[src/rtl/stest_pkg.sv]
package stest_pkg;
  typedef enum logic [1:0] {
    PH_IDLE  = 2'd0,
    PH_SUM   = 2'd1,
    PH_PAT_A = 2'd2,
    PH_PAT_B = 2'd3
  } stest_phase_e;

  localparam int unsigned CTRL_W       = 8;
  localparam int unsigned VERDICT_BIT  = 5;
  localparam int unsigned SUM_W        = 16;
endpackage

[src/rtl/stest_timer.sv]
module stest_timer
  import stest_pkg::*;
#(
  parameter int unsigned SUM_LEN = 32768,
  parameter int unsigned PAT_LEN = 114688
) (
  input  logic         clk_i,
  input  logic         rst_ni,
  input  logic         start_i,
  output logic         start_ok_o,
  output logic         busy_o,
  output logic         sum_last_o,
  output logic         done_o,
  output stest_phase_e phase_o
);
  localparam int unsigned TOTAL = SUM_LEN + 2 * PAT_LEN;
  localparam int unsigned CW    = $clog2(TOTAL);
  localparam logic [CW-1:0] LAST     = CW'(TOTAL - 1);
  localparam logic [CW-1:0] SUM_LAST = CW'(SUM_LEN - 1);
  localparam logic [CW-1:0] A_START  = CW'(SUM_LEN);
  localparam logic [CW-1:0] B_START  = CW'(SUM_LEN + PAT_LEN);

  logic [CW-1:0] cnt_q;
  logic          run_q;
  logic          done_q;

  assign start_ok_o = start_i && !run_q;

  always_ff @(posedge clk_i or negedge rst_ni) begin
    if (!rst_ni) begin
      cnt_q  <= '0;
      run_q  <= 1'b0;
      done_q <= 1'b0;
    end else begin
      done_q <= run_q && (cnt_q == LAST);
      if (start_ok_o) begin
        run_q <= 1'b1;
        cnt_q <= '0;
      end else if (run_q) begin
        if (cnt_q == LAST) begin
          run_q <= 1'b0;
          cnt_q <= '0;
        end else begin
          cnt_q <= cnt_q + 1'b1;
        end
      end
    end
  end

  always_comb begin
    if (!run_q)              phase_o = PH_IDLE;
    else if (cnt_q < A_START) phase_o = PH_SUM;
    else if (cnt_q < B_START) phase_o = PH_PAT_A;
    else                      phase_o = PH_PAT_B;
  end

  assign busy_o     = run_q;
  assign sum_last_o = run_q && (cnt_q == SUM_LAST);
  assign done_o     = done_q;
endmodule

[src/rtl/stest_csum.sv]
module stest_csum
  import stest_pkg::*;
#(
  parameter int unsigned NUM_CODES = 128,
  parameter int unsigned NUM_ROWS  = 7,
  parameter int unsigned NUM_COLS  = 5,
  parameter logic [SUM_W-1:0] EXP_SUM = '0,
  localparam int unsigned CODE_W = $clog2(NUM_CODES),
  localparam int unsigned ROW_W  = $clog2(NUM_ROWS)
) (
  input  logic                clk_i,
  input  logic                rst_ni,
  input  logic                clear_i,
  input  logic                active_i,
  input  logic                close_i,
  output logic                req_valid_o,
  input  logic                req_ready_i,
  output logic [CODE_W-1:0]   code_o,
  output logic [ROW_W-1:0]    row_o,
  input  logic                rsp_valid_i,
  input  logic [NUM_COLS-1:0] rsp_data_i,
  output logic                pass_o
);
  localparam int unsigned LOOKUPS = NUM_CODES * NUM_ROWS;
  localparam int unsigned LK_W    = $clog2(LOOKUPS + 1);
  localparam logic [CODE_W-1:0] CODE_LAST = CODE_W'(NUM_CODES - 1);
  localparam logic [ROW_W-1:0]  ROW_LAST  = ROW_W'(NUM_ROWS - 1);

  logic [CODE_W-1:0] code_q;
  logic [ROW_W-1:0]  row_q;
  logic              issued_all_q;
  logic              waiting_q;
  logic [SUM_W-1:0]  sum_q, sum_nxt;
  logic [LK_W-1:0]   rcvd_q, rcvd_nxt;
  logic              pass_q;
  logic              fire, take;

  assign req_valid_o = active_i && !waiting_q && !issued_all_q;
  assign fire        = req_valid_o && req_ready_i;
  assign take        = active_i && waiting_q && rsp_valid_i;
  assign sum_nxt     = take ? sum_q + SUM_W'(rsp_data_i) : sum_q;
  assign rcvd_nxt    = take ? rcvd_q + 1'b1 : rcvd_q;

  always_ff @(posedge clk_i or negedge rst_ni) begin
    if (!rst_ni) begin
      code_q       <= '0;
      row_q        <= '0;
      issued_all_q <= 1'b0;
      waiting_q    <= 1'b0;
      sum_q        <= '0;
      rcvd_q       <= '0;
      pass_q       <= 1'b0;
    end else if (clear_i) begin
      code_q       <= '0;
      row_q        <= '0;
      issued_all_q <= 1'b0;
      waiting_q    <= 1'b0;
      sum_q        <= '0;
      rcvd_q       <= '0;
    end else begin
      if (fire) begin
        waiting_q <= 1'b1;
        if (row_q == ROW_LAST) begin
          row_q <= '0;
          if (code_q == CODE_LAST) issued_all_q <= 1'b1;
          else                     code_q <= code_q + 1'b1;
        end else begin
          row_q <= row_q + 1'b1;
        end
      end else if (take) begin
        waiting_q <= 1'b0;
      end
      sum_q  <= sum_nxt;
      rcvd_q <= rcvd_nxt;
      if (close_i) pass_q <= (rcvd_nxt == LK_W'(LOOKUPS)) && (sum_nxt == EXP_SUM);
    end
  end

  assign code_o = code_q;
  assign row_o  = row_q;
  assign pass_o = pass_q;
endmodule

[src/rtl/stest_pattern.sv]
module stest_pattern #(
  parameter int unsigned DIG_W    = 3,
  parameter int unsigned ROW_W    = 3,
  parameter int unsigned NUM_COLS = 5
) (
  input  logic                en_i,
  input  logic                inv_i,
  input  logic [DIG_W-1:0]    digit_i,
  input  logic [ROW_W-1:0]    row_i,
  output logic [NUM_COLS-1:0] dots_o
);
  logic base_odd;
  assign base_odd = digit_i[0] ^ row_i[0];

  for (genvar c = 0; c < NUM_COLS; c++) begin : g_col
    localparam logic COL_ODD = 1'((c % 2) == 1);
    assign dots_o[c] = en_i && ((base_odd ^ COL_ODD) ^ ~inv_i);
  end
endmodule

[src/rtl/stest_seq.sv]
module stest_seq
  import stest_pkg::*;
#(
  parameter int unsigned NUM_CODES  = 128,
  parameter int unsigned NUM_ROWS   = 7,
  parameter int unsigned NUM_COLS   = 5,
  parameter int unsigned NUM_DIGITS = 8,
  parameter int unsigned SUM_LEN    = 32768,
  parameter int unsigned PAT_LEN    = 114688,
  parameter logic [SUM_W-1:0] EXP_SUM = 16'h0000,
  localparam int unsigned CODE_W = $clog2(NUM_CODES),
  localparam int unsigned ROW_W  = $clog2(NUM_ROWS),
  localparam int unsigned DIG_W  = $clog2(NUM_DIGITS)
) (
  input  logic                clk_i,
  input  logic                rst_ni,
  input  logic                start_i,
  output logic                font_req_valid_o,
  input  logic                font_req_ready_i,
  output logic [CODE_W-1:0]   font_code_o,
  output logic [ROW_W-1:0]    font_row_o,
  input  logic                font_rsp_valid_i,
  input  logic [NUM_COLS-1:0] font_rsp_data_i,
  input  logic [DIG_W-1:0]    scan_digit_i,
  input  logic [ROW_W-1:0]    scan_row_i,
  output logic                ovr_en_o,
  output logic [NUM_COLS-1:0] ovr_dots_o,
  output logic                wipe_o,
  output logic                udc_fill_o,
  output logic                ctrl_wr_o,
  output logic [CTRL_W-1:0]   ctrl_wdata_o,
  input  logic                host_wr_i,
  output logic                host_wr_o,
  output logic                busy_o
);
  stest_phase_e phase;
  logic start_ok, sum_last, done, pass;

  stest_timer #(.SUM_LEN(SUM_LEN), .PAT_LEN(PAT_LEN)) timer_i (
    .clk_i      (clk_i),
    .rst_ni     (rst_ni),
    .start_i    (start_i),
    .start_ok_o (start_ok),
    .busy_o     (busy_o),
    .sum_last_o (sum_last),
    .done_o     (done),
    .phase_o    (phase)
  );

  stest_csum #(
    .NUM_CODES(NUM_CODES), .NUM_ROWS(NUM_ROWS), .NUM_COLS(NUM_COLS), .EXP_SUM(EXP_SUM)
  ) csum_i (
    .clk_i       (clk_i),
    .rst_ni      (rst_ni),
    .clear_i     (start_ok),
    .active_i    (phase == PH_SUM),
    .close_i     (sum_last),
    .req_valid_o (font_req_valid_o),
    .req_ready_i (font_req_ready_i),
    .code_o      (font_code_o),
    .row_o       (font_row_o),
    .rsp_valid_i (font_rsp_valid_i),
    .rsp_data_i  (font_rsp_data_i),
    .pass_o      (pass)
  );

  assign ovr_en_o = (phase == PH_PAT_A) || (phase == PH_PAT_B);

  stest_pattern #(.DIG_W(DIG_W), .ROW_W(ROW_W), .NUM_COLS(NUM_COLS)) pat_i (
    .en_i    (ovr_en_o),
    .inv_i   (phase == PH_PAT_B),
    .digit_i (scan_digit_i),
    .row_i   (scan_row_i),
    .dots_o  (ovr_dots_o)
  );

  always_comb begin
    ctrl_wdata_o = '0;
    ctrl_wdata_o[VERDICT_BIT] = done && pass;
  end

  assign wipe_o     = done;
  assign udc_fill_o = done;
  assign ctrl_wr_o  = done;
  assign host_wr_o  = host_wr_i && !busy_o;
endmodule

[config.mk]
export PLATFORM = sky130hd
export DESIGN_NAME = stest_seq
export DESIGN_NICKNAME = d
export VERILOG_FILES = /design/src/rtl/stest_pkg.sv /design/src/rtl/stest_timer.sv /design/src/rtl/stest_csum.sv /design/src/rtl/stest_pattern.sv /design/src/rtl/stest_seq.sv
export SDC_FILE = /design/constraint.sdc
export NUM_CORES = 1
export LEC_CHECK = 0
export CAP_MARGIN = 20
export CORE_MARGIN = 2
export CORE_UTILIZATION = 25
export DETAILED_ROUTE_END_ITERATION = 8
export PLACE_DENSITY = 0.48
export SLEW_MARGIN = 30
export SYNTH_ARGS = -nofsm -noshare
export SYNTH_HDL_FRONTEND = slang
export SYNTH_SLANG_ARGS = --single-unit
[constraint.sdc]
create_clock -name clk_i -period 4.55 [get_ports clk_i]
set_input_delay 0.6825 -clock clk_i [delete_from_list [all_inputs] [get_ports clk_i]]
set_output_delay 0.6825 -clock clk_i [all_outputs]
set_load 0.1 [all_outputs]
==> results.yml <==
worst_setup_path:
  endpoint_kind: "register"
  crit_arrival_ps: 3380
  crit_start: "font_rsp_data_i[0]"
  cp.required_ps: 4800
  r2r_slack_ps: 1440
  crit_fanout: 5
  worstReg2RegStart: "timer_i.cnt_q[17]$_DFFE_PN0P_"
  cp-start-kind: "primary input"
  r2r_cells: 7
  crit_type: "primary input to register"
  reg2reg_to: "csum_i.pass_o$_DFFE_PN0P_"
clock_tree:
  clk_latency_ps: 320
  cts-root-buf: "clkbuf_16"
  post_cts_buffers: 0
  postCtsResizedCells: 0
  clock-sinks: 59
  clkSlewWorstSetupHoldPaths_ps: 50
  cts-buffers-inserted: 9
  postCtsHoldBufs: 0
  clk_path_buf_depth: 2
  h-tree-depth: 3
  cts_tree: "yes"
logic_synthesis:
  async_reset_ff_share_pct: 100
  yosys_warnings: 0
  synth-seq-area-share_pct: 40.7
  netlist_top_cells_area: "dfrtp_1, nor2_1, xor2_1"
  yosys_register_bits: 59
  ys_types: 57
  synth_ff_type: "dfrtp_1"
  avgSynthCellArea_um2: 8.90
  synthesis.area_um2: 3620
  yosys.area.top_type: "dfrtp_1"
  synth_top_area_share_pct: 40.7
  synth-edff-count: 0
  synthCells: 407
layout:
  layout-drive-gt1-share_pct: 9.89
  diodes: 0
  layout.nets: 457
  syn_to_final_growth_pct: 20.5
sta:
  grt_setup_unrepaired: "no"
  final.setup.worst_slack_ps: 1420
  tightest_slew_ps: 977
  whs_ps: 474
  finalHoldViolations: 0
  finClkSkew_ps: 9.92
  finalCriticalPeriod_ps: 3130
  period_share_pct: 68.8
  setup_viol: 0
  setup_tns_ps: 0
  slew_viol_final: 0
  timing.fmax_mhz: 319
  relSlewSlack_pct: 34.7
min_path:
  holdPathStages: 1
  hp-start: "timer_i.cnt_q[9]$_DFFE_PN0P_"
  hold_path.class: "register to register"
  hold_end: "timer_i.cnt_q[9]$_DFFE_PN0P_"
global_routing:
  grt_max_degree: 60
  grt_pass1_vias: 2791
  antenna_found_initial: 0
  grt_pass1_wl_mm: 13.9
  grt_remaining_overflow: 0
  grt_usage_pct: 10.8
routing:
  route.detailed.drc: 0
  drtIter0Drc: 135
  vias: 2894
  wl_per_cell_um: 12.9
  post_drt_via_cell_ratio: 4.71
  routed_wl_mm: 7.94
  ant_nets: 0
  dr.pass1.iters: 5
placement:
  place.gp.congestion: 0.763
  dpl.hpwl_mm: 5.45
  place_ws_ps: 1100
  portBuffers: 35
run_status:
  status: "complete, no violations"
flow_run:
  drv_cap: 0
power:
  p_leak_nw: 1.82
  vdd_drop_max_v: 0.000447
  power_density_nw_per_um2: 542
floorplan:
  dieArea_um2: 15500
  initial_core_util_pct: 25.8
  die_h_um: 124
  io_pins: 47
  core_um2: 14000
  die_width_um: 124
  rows: 43
placed cells by master, fill, tap and decap left out, types with 2 or more instances in the layout:
cell / synthesis / final
nor2_1: 52 / 52
mux2i_1: 4 / 4
xor2_1: 22 / 22
nor3b_1: 3 / 3
a21oi_1: 19 / 19
mux2_2: 2 / 2
nor2b_1: 6 / 5
or3_1: 5 / 5
nand2_1: 44 / 44
and3_1: 8 / 8
o211ai_1: 2 / 2
clkdlybuf4s50_1: 0 / 28
nor3_1: 6 / 5
o31ai_1: 7 / 7
inv_1: 7 / 7
clkbuf_16: 0 / 9
ha_1: 8 / 8
xnor2_1: 13 / 13
o22a_1: 2 / 2
o21ai_0: 29 / 29
clkinv_2: 0 / 2
dfrtp_1: 59 / 59
nand3_1: 24 / 24
nor4_4: 3 / 3
and2_1: 4 / 4
nand2b_1: 8 / 8
nor3_2: 1 / 2
conb_1: 1 / 7
buf_4: 12 / 9
nand4_1: 9 / 9
bufinv_16: 0 / 2
a211oi_1: 3 / 3
how the worst max path moves through the flow:
stage,to,cells past startpoint
after floorplan,ovr_dots_o[2],5
after global placement,csum_i.pass_o$_DFFE_PN0P_,10
after detailed placement,csum_i.pass_o$_DFFE_PN0P_,10
after CTS,csum_i.pass_o$_DFFE_PN0P_,10
after global routing,csum_i.pass_o$_DFFE_PN0P_,10
final,csum_i.pass_o$_DFFE_PN0P_,10
report_power, final:
| group | internal [mW] | switching (mW) |
|---|---|---|
| Sequential | 0.642 | 0.157 |
| Combinational | 0.278 | 0.573 |
| Clock | 0.488 | 0.231 |
stage by stage:
stage	instance area (µm²)	util, %	power [mW]	std cells
2_1_floorplan	3650	-	1.46	413
3_3_place_gp	4050	28.9	1.64	600
3_5_place_dp	4050	28.9	1.66	600
4_1_cts	4370	31.1	2.39	615
5_1_grt	4370	31.1	2.53	615
6_report	4370	31.1	2.37	615
worst max-delay path, stage by stage:
cell,delay (ps)
clkdlybuf4s50_1,400
ha_1,220
fa_1,410
a21oi_1,240
o211ai_1,300
nand2_4,180
mux2_4,300
o22a_1,210
nor4b_2,270
a22o_1,160
cell type report:
class	instances	area (µm²)
sequential	59	1480
fill	1464	9670
clock buffer	10	239
inverter	7	26.3
timing repair buffer	38	353
clock inverter	5	77.6
multi-input combinational	316	1970
tap	180	225
registers in the layout (all words and copies together) (netlist names):
name,count
csum_i.pass_o,1
timer_i.busy_o,1
csum_i.row_o,3
csum_i.issued_all_q,1
csum_i.waiting_q,1
timer_i.done_o,1
csum_i.rcvd_q,10
timer_i.cnt_q,18
csum_i.sum_q,16
csum_i.code_o,7
layer usage:
metal  global-route usage [%]  part of all wire, %
met2                     16.5                   45
met3                     1.98                  3.4
met1                     15.3                   51
met5                        0                    0
met4                     3.77                 0.57
cells in the mapped netlist (3+ instances only):
| master | n |
|---|---|
| o31ai_1 | 7 |
| nand4_1 | 9 |
| buf_2 | 3 |
| nor2_1 | 52 |
| or3_1 | 5 |
| and3_1 | 8 |
| mux2i_1 | 4 |
| nor3_1 | 6 |
| nand2_1 | 44 |
| o21ai_0 | 29 |
| nor2b_1 | 6 |
| nand2b_1 | 8 |
| inv_1 | 7 |
| clkbuf_1 | 12 |
| xor2_1 | 22 |
| a21oi_1 | 19 |
| buf_4 | 12 |
| and2_1 | 4 |
| xnor2_1 | 13 |
| nor3b_1 | 3 |
| nand3_1 | 24 |
| a211oi_1 | 3 |
| dfrtp_1 | 59 |
| nor4_4 | 3 |
| ha_1 | 8 |
cells by family after synthesis:
| kind of cell | synth area share, % |
|---|---|
| adder cells (fa/ha/maj) | 3.32 |
| other | 0.103 |
| multiplexers | 2.14 |
| flip-flops | 40.7 |
| buffers and inverters | 5.70 |
| AND/OR/NAND/NOR | 27.7 |
| XOR/XNOR | 8.46 |
| AO/OA/AOI/OAI | 11.8 |
Power figures use the tool's default switching activity.
